--- src/rtl/in_deglitch_pkg.sv ---
package in_deglitch_pkg;
   localparam int CH_PER_PORT = 8;
   localparam int REG_W       = 32;
   typedef logic [CH_PER_PORT-1:0] port_mask_t;
endpackage

--- src/rtl/in_deglitch_tick.sv ---
module in_deglitch_tick #(
   parameter int CLK_DIV = 10
) (
   input  logic clk,
   input  logic rst_n,
   output logic tick
);
   localparam int CW = (CLK_DIV > 1) ? $clog2(CLK_DIV) : 1;

   if (CLK_DIV < 1) begin : g_bad_div
      $error("CLK_DIV must be at least 1");
   end

   if (CLK_DIV == 1) begin : g_div1
      assign tick = 1'b1;
   end else begin : g_divn
      logic [CW-1:0] phase;
      always_ff @(posedge clk or negedge rst_n) begin
         if (!rst_n)                           phase <= '0;
         else if (phase == CW'(CLK_DIV - 1))   phase <= '0;
         else                                  phase <= phase + 1'b1;
      end
      assign tick = (phase == CW'(CLK_DIV - 1));

      a_r9_tick_gap: assert property (@(posedge clk) disable iff (!rst_n)
         tick |=> !tick);
   end
endmodule

--- src/rtl/in_deglitch_regs.sv ---
module in_deglitch_regs
   import in_deglitch_pkg::*;
#(
   parameter int NUM_PORTS = 2,
   parameter int ADDR_W    = 8,
   parameter int IVL_W     = 20,
   parameter int IVL_ADDR  = 'h08,
   parameter int EN_BASE   = 'h44,
   parameter int EN_STRIDE = 'h10
) (
   input  logic                              clk,
   input  logic                              rst_n,
   input  logic                              wr_en,
   input  logic [ADDR_W-1:0]                 wr_addr,
   input  logic [REG_W-1:0]                  wr_data,
   output logic [IVL_W-1:0]                  ivl,
   output logic [NUM_PORTS*CH_PER_PORT-1:0]  en_mask
);
   if (EN_BASE + (NUM_PORTS-1)*EN_STRIDE >= (1 << ADDR_W)) begin : g_bad_map
      $error("enable registers exceed the address space");
   end
   if (IVL_W > REG_W) begin : g_bad_ivl
      $error("IVL_W wider than the register");
   end

   always_ff @(posedge clk or negedge rst_n) begin
      if (!rst_n)                                        ivl <= '0;
      else if (wr_en && wr_addr == ADDR_W'(IVL_ADDR))    ivl <= wr_data[IVL_W-1:0];
   end

   for (genvar p = 0; p < NUM_PORTS; p++) begin : g_port
      localparam logic [ADDR_W-1:0] PADDR = ADDR_W'(EN_BASE + p*EN_STRIDE);
      port_mask_t mask_q;
      always_ff @(posedge clk or negedge rst_n) begin
         if (!rst_n)                             mask_q <= '0;
         else if (wr_en && wr_addr == PADDR)     mask_q <= wr_data[CH_PER_PORT-1:0];
      end
      assign en_mask[p*CH_PER_PORT +: CH_PER_PORT] = mask_q;
   end

   a_r7_ivl_write: assert property (@(posedge clk) disable iff (!rst_n)
      (wr_en && wr_addr == ADDR_W'(IVL_ADDR)) |=> ivl == $past(wr_data[IVL_W-1:0]));
endmodule

--- src/rtl/in_deglitch_chan.sv ---
module in_deglitch_chan #(
   parameter int IVL_W = 20
) (
   input  logic             clk,
   input  logic             rst_n,
   input  logic             tick,
   input  logic             raw,
   input  logic             en,
   input  logic [IVL_W-1:0] ivl,
   output logic             out
);
   logic             meta, sync;
   logic             held;
   logic [IVL_W-1:0] cnt;
   logic             ivl_zero;

   assign ivl_zero = (ivl == '0);

   always_ff @(posedge clk or negedge rst_n) begin
      if (!rst_n) begin
         meta <= 1'b0;
         sync <= 1'b0;
      end else begin
         meta <= raw;
         sync <= meta;
      end
   end

   always_ff @(posedge clk or negedge rst_n) begin
      if (!rst_n) begin
         held <= 1'b0;
         cnt  <= '0;
      end else if (!en || ivl_zero) begin
         held <= sync;
         cnt  <= ivl;
      end else if (sync == held) begin
         cnt  <= ivl;
      end else if (tick) begin
         if (cnt <= IVL_W'(1)) begin
            held <= sync;
            cnt  <= ivl;
         end else begin
            cnt  <= cnt - 1'b1;
         end
      end
   end

   assign out = (en && !ivl_zero) ? held : sync;

   a_r3_held_from_input: assert property (@(posedge clk) disable iff (!rst_n)
      !$stable(held) |-> held == $past(sync));
   a_r9_no_change_between_ticks: assert property (@(posedge clk) disable iff (!rst_n)
      (en && !ivl_zero && !tick) |=> $stable(held));
   a_r8_reload_when_settled: assert property (@(posedge clk) disable iff (!rst_n)
      (en && sync == held) |=> cnt == $past(ivl));
endmodule

--- src/rtl/in_deglitch.sv ---
module in_deglitch
   import in_deglitch_pkg::*;
#(
   parameter int NUM_PORTS = 2,
   parameter int CLK_DIV   = 10,
   parameter int ADDR_W    = 8,
   parameter int IVL_W     = 20,
   localparam int NCH      = NUM_PORTS * CH_PER_PORT
) (
   input  logic              clk,
   input  logic              rst_n,
   input  logic              wr_en,
   input  logic [ADDR_W-1:0] wr_addr,
   input  logic [REG_W-1:0]  wr_data,
   input  logic [NCH-1:0]    din,
   output logic [NCH-1:0]    dout
);
   logic             tick;
   logic [IVL_W-1:0] ivl;
   logic [NCH-1:0]   en_mask;

   if (NUM_PORTS < 1) begin : g_bad_ports
      $error("NUM_PORTS must be at least 1");
   end

   in_deglitch_tick #(.CLK_DIV(CLK_DIV)) u_tick (
      .clk  (clk),
      .rst_n(rst_n),
      .tick (tick)
   );

   in_deglitch_regs #(
      .NUM_PORTS(NUM_PORTS),
      .ADDR_W   (ADDR_W),
      .IVL_W    (IVL_W)
   ) u_regs (
      .clk    (clk),
      .rst_n  (rst_n),
      .wr_en  (wr_en),
      .wr_addr(wr_addr),
      .wr_data(wr_data),
      .ivl    (ivl),
      .en_mask(en_mask)
   );

   for (genvar c = 0; c < NCH; c++) begin : g_ch
      in_deglitch_chan #(.IVL_W(IVL_W)) u_ch (
         .clk  (clk),
         .rst_n(rst_n),
         .tick (tick),
         .raw  (din[c]),
         .en   (en_mask[c]),
         .ivl  (ivl),
         .out  (dout[c])
      );
   end
endmodule

--- config.mk ---
export PLATFORM = sky130hd
export DESIGN_NAME = in_deglitch
export DESIGN_NICKNAME = d
export VERILOG_FILES = /design/src/rtl/in_deglitch_pkg.sv /design/src/rtl/in_deglitch_tick.sv /design/src/rtl/in_deglitch_regs.sv /design/src/rtl/in_deglitch_chan.sv /design/src/rtl/in_deglitch.sv
export SDC_FILE = /design/constraint.sdc
export NUM_CORES = 1
export LEC_CHECK = 0
export BUFFER_PORTS_ARGS = -buffer_cell sky130_fd_sc_hd__buf_2
export CELL_PAD_IN_SITES_DETAIL_PLACEMENT = 1
export CELL_PAD_IN_SITES_GLOBAL_PLACEMENT = 1
export CORE_MARGIN = 2
export CORE_UTILIZATION = 27
export DETAILED_ROUTE_END_ITERATION = 12
export PLACE_DENSITY = 0.61
export SLEW_MARGIN = 0
export SYNTH_ARGS = -nofsm -noshare
export SYNTH_HDL_FRONTEND = slang
export SYNTH_SLANG_ARGS = --single-unit
--- constraint.sdc ---
create_clock -name clk -period 8.3 [get_ports clk]
set_input_delay 0.83 -clock clk [delete_from_list [all_inputs] [get_ports clk]]
set_output_delay 0.83 -clock clk [all_outputs]
set_load 0.1 [all_outputs]
# == After elaboration in Yosys (flattened, before gate mapping) ==
# Cells that the tools add are included.
# Widths: inputs -> output; s select.
# totals
reg_bits,408
inputBits,59
output_inout_bits,16
elab_cells,399
# op_classes
addsub,17
n_lt_le_gt_ge,16
eq_ne,36
muxes,145
reduce_logical,117
# op_table
op,count
$mux 20,64
$le 20x1->1 const B,16
$sub 20x1->20 const B,16
$mux 1,80
$reduce_bool 2->1,32
$reduce_and 3->1,16
$reduce_bool 3->1,16
$ne 2x1->1 const B,16
$logic_not 20->1,1
$logic_and 1x1->1,19
$logic_not 1->1,17
$eq 1x1->1,16
$eq 8x7->1 const B,2
$logic_or 1x1->1,16
$eq 8x4->1 const B,1
$add 4x1->4 const B,1
$eq 4x4->1 const B,1
$mux 4,1

# == Depth between registers and ports, before layout ==
# Gate-level depths: netlist of run 1.
# logic_depth
word_depth,5
depth_mapped,11

# == Hierarchy ==
# Synthesis of run 1 repeated with hierarchy kept, for this count alone.
# hier_totals
cells_unflattened,2741
area_unflattened_um2,25673.4
# modules_own_cells
mod,n_inst,cells_each,area_per_inst_um2
in_deglitch_chan at g_ch[1].u_ch ...,8,165,1497.7
in_deglitch_chan at g_ch[10].u_ch ...,6,166,1522.7
in_deglitch_chan at g_ch[9].u_ch,1,165,1493.9
in_deglitch_chan at g_ch[0].u_ch,1,165,1481.4
in_deglitch_regs,1,80,1408.9
in_deglitch_tick,1,15,171.4

# == Worst setup path after synthesis of run 1 ==
# No wires, ideal clock.
# synth_path
path_kind,register -> output
from,register u_regs.ivl[5]
to,output dout[0]
t_arrival_ns,2.426
required_ns,7.470
slack_ns,5.044
stages_incl_launch_ff,12
cell_sequence,dfrtp_1 > clkbuf_1 > nor4_1 > and3_1 > buf_2 > nand2_1 > buf_2 > clkbuf_1 > clkbuf_1 > nand2_1 > mux2_2 > buf_4
# synth_between
elab_chain_cells,4
# synth_rtl
item,line,text
start: declaration,in_deglitch_regs.sv:16,"output logic [IVL_W-1:0] ivl,"
start signal: assignment,in_deglitch_regs.sv:28,else if (wr_en && wr_addr == ADDR_W'(IVL_ADDR)) ivl <= wr_data[IVL_W-1:0];
$logic_not 20->1,in_deglitch_chan.sv:17,assign ivl_zero = (ivl == '0);
$logic_not 1->1,in_deglitch_chan.sv:48,assign out = (en && !ivl_zero) ? held : sync;
$logic_and 1x1->1,in_deglitch_chan.sv:48,
$mux 1,in_deglitch_chan.sv:48,
end: declaration,in_deglitch.sv:16,output logic [NCH-1:0] dout
# No other way between the ends.

# == Worst setup path in the final report of run 1 ==
# layout_path
from,register u_regs.ivl[13]
to,output dout[9]
# The elaborated chain is that of the path after synthesis.

==> results.py, run 1 <==
metrics = {
    "finish": {
        "drive_gt1_share_pct": 11.1,
        "syn_to_final_growth_pct": 13.3,
        "num-fill-cells": 10801,
        "finalNetCount": 2943,
    },
    "worst_setup_path": {
        "crit_slowest_cell": "buf_4",
        "crit_buf_inv": 3,
        "critPathRequiredTime_ns": 7.47,
        "crit_top_cell": "buf_4",
        "ff2ff_setup_slack_ns": 4.23,
        "r2r_cells": 8,
        "worst-setup-path-type": "register to primary output",
        "crit_path_end_kind": "primary output",
        "cp_max_fo": 39,
        "arrival_ns": 3.69,
        "slowest_delay_ns": 0.56,
        "r2r-start": "u_regs.ivl[13]$_DFFE_PN0P_",
        "critPathTopFamily": "buffers and inverters",
        "r2r-end": "g_ch[1].u_ch.cnt[8]$_DFFE_PN0P_",
        "startpoint_type": "register",
        "path_cells": "buf_4 > nor4_1 > and2_1 > nand2_4 > buf_4 > nand2_1 > mux2_2 > buf_2",
    },
    "global_route": {
        "grt_start_max_net_pins": 123,
        "globalRouteTotalUtil_pct": 19.1,
        "grt.overflow.total": 0,
        "grt_antenna_before_repair": 4,
        "grt_pass1_vias": 23649,
        "grt_pass1_wl_mm": 144,
    },
    "die": {
        "fp.dieH_um": 309,
        "fp-row-count": 111,
        "core_sq_um": 91900,
        "io_pins": 75,
        "die_area_sq_um": 95400,
        "start_util_pct": 27.3,
        "die_w_um": 309,
    },
    "sta": {
        "finalSetupViolCount": 0,
        "fin_skew_ns": 0.0144,
        "min_period_over_period_pct": 54.4,
        "fmax_ghz": 0.221,
        "final.min_clock_period_ns": 4.52,
        "worst_slack_ns": 3.78,
        "max-slew-margin-rel_pct": 19.2,
        "finalMaxSlewViolations": 0,
        "hold_violations": 0,
        "rsz0062_at_grt": "no",
        "fin_setup_tns_ns": 0,
        "tightest_slew_ns": 1.21,
    },
    "placed_design": {
        "place.gp.congestion": 0.788,
        "portBuffers": 62,
        "place_worst_setup_slack_ns": 4.20,
        "hpwl_mm": 54.8,
    },
    "yosys": {
        "syn_nets": 2991,
        "ys_ff_latch": 408,
        "synthDistinctLibCells": 81,
        "synth_area_sq_um": 25100,
        "yosys.area.top_type_share_pct": 40.7,
        "synth_flop_cell": "dfrtp_1",
        "synth-edff-count": 0,
        "synth_top_cell_by_area": "dfrtp_1",
        "synth_top_cells_by_count": "dfrtp_1, nand2_1, nor2_1",
        "ys_warn_count": 0,
        "synth.most_common_cell": "dfrtp_1",
        "synth-async-reset-ratio_pct": 100,
        "ys_seq_area_share_pct": 40.7,
        "synth.area.top_cells": "dfrtp_1, o21ai_0, a21oi_1, nand2_1, nor3_1",
        "syn_avg_cell_area_sq_um": 8.65,
        "synthCells": 2900,
    },
    "route": {
        "wire_per_inst_um": 22.2,
        "vias": 23573,
        "drtPass1Iterations": 5,
        "vias_per_cell": 5.70,
        "drc": 0,
        "ant_nets": 0,
        "routed_wl_mm": 91.7,
        "drt-initial-drc-count": 1734,
    },
    "clocking": {
        "cts_max_level": 2,
        "cts_resized": 0,
        "cts_tree": "done",
        "numClockSinks": 408,
        "clock_latency_ns": 0.61,
        "holdBufCountCts": 0,
        "clock-root-buffer": "clkbuf_16",
        "cts-buffers-inserted": 49,
        "clockBufferDepth": 3,
        "cts_setup_buffers": 0,
        "clkSlewWorstSetupHoldPaths_ns": 0.06,
    },
    "power": {
        "p_leak_nw": 11.9,
        "max-vdd-ir-drop_uv": 162,
        "p_per_area_nw_per_um2": 200,
    },
    "run": {
        "max_cap_violations": 0,
    },
    "worst_hold_path": {
        "hold_path_class": "primary input to async pin",
    },
    "outcome": {
        "status": "completed",
    },
}
[per-layer routing]
layer | wire length [um] | track usage, %
met3 | 4260 | 2.51
met1 | 44600 | 27.4
met4 | 2050 | 4.94
met2 | 40900 | 30.3
met5 | 0 | 0
[worst max path at each step]
stage / depth (start not counted) / endpoint / slack (ns) / from
finish: 8 / dout[9] / 3.78 / u_regs.ivl[13]$_DFFE_PN0P_
global route: 8 / dout[9] / 3.68 / u_regs.ivl[13]$_DFFE_PN0P_
CTS: 8 / dout[9] / 3.73 / u_regs.ivl[13]$_DFFE_PN0P_
detailed placement: 8 / g_ch[1].u_ch.cnt[8]$_DFFE_PN0P_ / 4.20 / u_regs.ivl[13]$_DFFE_PN0P_
global placement: 8 / g_ch[1].u_ch.cnt[8]$_DFFE_PN0P_ / 4.20 / u_regs.ivl[13]$_DFFE_PN0P_
floorplan: 11 / dout[0] / 5.04 / u_regs.ivl[5]$_DFFE_PN0P_
[state kept, by name, indices dropped and copies added, names as in the netlist]
name	count
u_regs.g_port.mask_q	16
g_ch.u_ch.held	16
u_regs.ivl	20
g_ch.u_ch.meta	16
g_ch.u_ch.sync	16
u_tick.g_divn.phase	4
g_ch.u_ch.cnt	320
[through the flow]
step	hold slack [ns]	total power (W)	util [%]	area, sq um	cells
after CTS	0.179	0.00574	30.9	28400	4134
after global placement	0.331	0.00323	28.9	26600	4044
after detailed placement	0.336	0.00325	28.9	26600	4044
after global routing	0.214	0.00595	30.9	28400	4134
final	0.163	0.00567	30.9	28400	4135
after floorplan	0.331	0.00292	-	25100	2900
[cell families after synthesis]
group / count (synthesis) / synth area share, %
compound gates: 861 / 23.4
mux: 108 / 4.68
simple gates: 1128 / 23.4
buf+inv: 345 / 5.65
xor+xnor: 18 / 0.628
flops: 408 / 40.7
fa+ha+maj: 32 / 1.60
[cell usage in the layout (no fill, tap or decap), drive strengths merged, types with 8 or more instances in the layout]
cell and instances:
and3 96, nand3b 9, xor2 17, o311ai 14, a221o 56, a22oi 49, o2bb2ai 9, and2 30
or2 11, a311o 21, nand2 221, a211o 43, clkinv 14, mux2i 39, o21a 20, a41oi 19
nand3 109, ha 32, a31oi 40, o211ai 44, nor2 197, buf 130, nor3 151, o22ai 9
dfrtp 408, o2bb2a 11, nand4 57, clkbuf 63, or3 51, a21o 8, o22a 53, nor4b 21
mux2 69, nor4 105, a21oi 192, inv 115, or4 42, o21ai 209, bufinv 9
[report_power, final]
group | internal (W) | switching [W]
Sequential | 0.00214 | 0.000169
Clock | 0.00150 | 0.000954
Combinational | 0.000322 | 0.000592
Total | 0.00396 | 0.00172
[worst register-to-register path: stages (launching register included)]
cell and delay (ns):
dfrtp_2 0.34, buf_4 0.50, nor4_1 0.19, and2_1 0.23, buf_4 0.28, a21oi_1 0.77
nand2_1 0.85, or4_1 0.72, o211ai_1 0.10
[area by class of cell]
cell class | instances | area (sq um) | share of cell area [%]
clock buffer | 63 | 1440 | 5.07
sequential | 408 | 10200 | 35.9
inverter | 116 | 435 | 1.53
tap | 1243 | 1560 | 5.47
clock inverter | 27 | 377 | 1.33
timing repair buffer | 130 | 868 | 3.06
multi-input combinational | 2147 | 13500 | 47.6
antenna | 1 | 2.50 | 0.00881
(Power assumes the default switching activity.)
==> inputs of run 2 (changes only) <==
==> constraint.sdc (replaced) <==
create_clock -name clk -period 4.27 [get_ports clk]
set_input_delay 0.427 -clock clk [delete_from_list [all_inputs] [get_ports clk]]
set_output_delay 0.427 -clock clk [all_outputs]
set_load 0.1 [all_outputs]
==> results.py, run 2 (synthesized netlist as in run 1, its figures left out) <==
metrics = {
    "clocking": {
        "clock-root-buffer": "clkbuf_16",
        "cts_max_level": 2,
        "numClockSinks": 408,
        "clock_latency_ns": 0.61,
        "clkSlewWorstSetupHoldPaths_ns": 0.06,
        "cts_setup_buffers": 0,
        "clockBufferDepth": 3,
        "cts-buffers-inserted": 49,
        "cts_resized": 0,
        "cts_tree": "done",
    },
    "finish": {
        "seq_area_sq_um": 10200,
        "antenna_cells": 0,
        "fin_cells": 4194,
        "final_common_cell": "dfrtp_1",
        "syn_to_final_growth_pct": 15.1,
        "num-fill-cells": 10818,
        "finalNetCount": 3001,
        "final_area_sq_um": 28900,
        "largest_register": "g_ch.u_ch.cnt",
        "drive_gt1_share_pct": 12.0,
        "multi_input_area_sq_um": 13500,
        "reg_top3": "g_ch.u_ch.cnt x320, u_regs.ivl x20",
        "mostFrequentLayoutCells": "dfrtp_1, nand2_1, nor2_1",
        "largest_register_ffs": 320,
    },
    "route": {
        "dr_wl_met2_mm": 41.5,
        "routed_wl_mm": 92.7,
        "ant_nets": 0,
        "dr.max_layer_used": "met4",
        "met3_length_mm": 4.41,
        "vias": 23768,
        "wire_per_inst_um": 22.1,
        "drtPass1Iterations": 5,
        "drt-initial-drc-count": 1523,
        "drc": 0,
        "wl_met1_mm": 45.0,
        "vias_per_cell": 5.67,
    },
    "worst_setup_path": {
        "cp_max_fo": 33,
        "r2r-start": "g_ch[3].u_ch.cnt[11]$_DFFE_PN0P_",
        "critPathRequiredTime_ns": 3.84,
        "r2r_cells": 6,
        "arrival_ns": 3.25,
        "ff2ff_setup_slack_ns": 0.82,
        "crit_path_end_kind": "primary output",
        "startpoint_type": "register",
        "r2r-end": "g_ch[3].u_ch.cnt[17]$_DFFE_PN0P_",
        "worst-setup-path-type": "register to primary output",
    },
    "die": {
        "fp-row-count": 111,
        "die_w_um": 309,
        "core_sq_um": 91900,
        "io_pins": 75,
        "die_area_sq_um": 95400,
        "fp.dieH_um": 309,
        "start_util_pct": 27.3,
    },
    "sta": {
        "hold_violations": 0,
        "max-slew-margin-rel_pct": 18.7,
        "hold_slack_ns": 0.0458,
        "finalSetupViolCount": 0,
        "min_period_over_period_pct": 86.1,
        "final.min_clock_period_ns": 3.68,
        "finalMaxSlewViolations": 0,
        "fin_skew_ns": 0.0242,
        "fin_setup_tns_ns": 0,
        "fmax_ghz": 0.272,
        "rsz0062_at_grt": "no",
        "worst_slack_ns": 0.593,
        "tightest_slew_ns": 1.22,
    },
    "placed_design": {
        "place.gp.congestion": 0.796,
        "hpwl_mm": 57.5,
        "dp_cells": 4085,
        "post_dp_cell_area_sq_um": 26900,
        "place_worst_setup_slack_ns": 0.874,
        "portBuffers": 62,
    },
    "worst_hold_path": {
        "hold_path_class": "primary input to register",
        "hold_path_depth": 2,
        "hold_end": "u_regs.ivl[15]$_DFFE_PN0P_",
        "holdCritStartpoint": "wr_data[15]",
    },
    "power": {
        "p_per_area_nw_per_um2": 381,
        "max-vdd-ir-drop_uv": 290,
        "p_leak_nw": 12.2,
    },
    "global_route": {
        "grt_antenna_before_repair": 5,
        "grt_start_max_net_pins": 105,
        "grt_pass1_wl_mm": 145,
        "grt_pass1_vias": 24074,
        "globalRouteTotalUtil_pct": 19.4,
        "grt.overflow.total": 0,
    },
    "outcome": {
        "status": "completed",
    },
    "run": {
        "max_cap_violations": 0,
    },
}
==> run 2: layout make-up <==
cell class	instances	share of cell area, %
clock buffers	67	4.87
repair buffers	188	4.75
multi-input cells	2147	46.9
well taps	1243	5.39
flip-flops and latches	408	35.4
clock inverters	25	1.25
inverters	116	1.51
==> run 2: worst max-delay path, cell delays in order, from the launching register on <==
cell and delay (ns):
dfrtp_1 0.37, nor4_1 0.33, buf_4 0.19, and2_1 0.14, buf_4 0.30, nand2_4 0.10, buf_4 0.28, nand2_1 0.14
mux2_2 0.42, buf_2 0.32
==> run 2: worst max-delay path by stage <==
stage                                             endpoint  depth (start not counted)                         startpoint
after floorplan                                    dout[0]                         11          u_regs.ivl[5]$_DFFE_PN0P_
after global placement    g_ch[15].u_ch.cnt[9]$_DFFE_PN0P_                          6  g_ch[15].u_ch.cnt[14]$_DFFE_PN0P_
after detailed placement  g_ch[15].u_ch.cnt[9]$_DFFE_PN0P_                          6  g_ch[15].u_ch.cnt[14]$_DFFE_PN0P_
after CTS                                         dout[15]                          9         u_regs.ivl[16]$_DFFE_PN0P_
after global routing                               dout[4]                          9         u_regs.ivl[16]$_DFFE_PN0P_
final                                             dout[15]                          9         u_regs.ivl[16]$_DFFE_PN0P_
==> run 2: power breakdown <==
part / switching (W) / total, W / internal [W]
Combinational: 0.00116 / 0.00182 / 0.000652
Sequential: 0.000331 / 0.00448 / 0.00415
Clock: 0.00185 / 0.00469 / 0.00285
Total: 0.00334 / 0.0110 / 0.00765
==> run 2: routing by layer <==
layer  vias up  track usage (%)
met1     12168             27.9
met4         0             4.39
met5         -                0
met3       102             2.26
met2       482             31.0
li1      11016                -
==> run 2: repair_timing <==
| action | 4_1_cts | 5_1_grt |
|---|---|---|
| hold buffers | 17 | 0 |
| endpoints found under the setup margin | 0 | 0 |
| endpoints found under the hold margin | 100 | 0 |
==> run 2: stage by stage <==
step	utilization, %	total power, W
2_1_floorplan	-	0.00567
3_3_place_gp	29.3	0.00631
3_5_place_dp	29.3	0.00634
4_1_cts	31.4	0.0111
5_1_grt	31.4	0.0115
6_report	31.4	0.0110
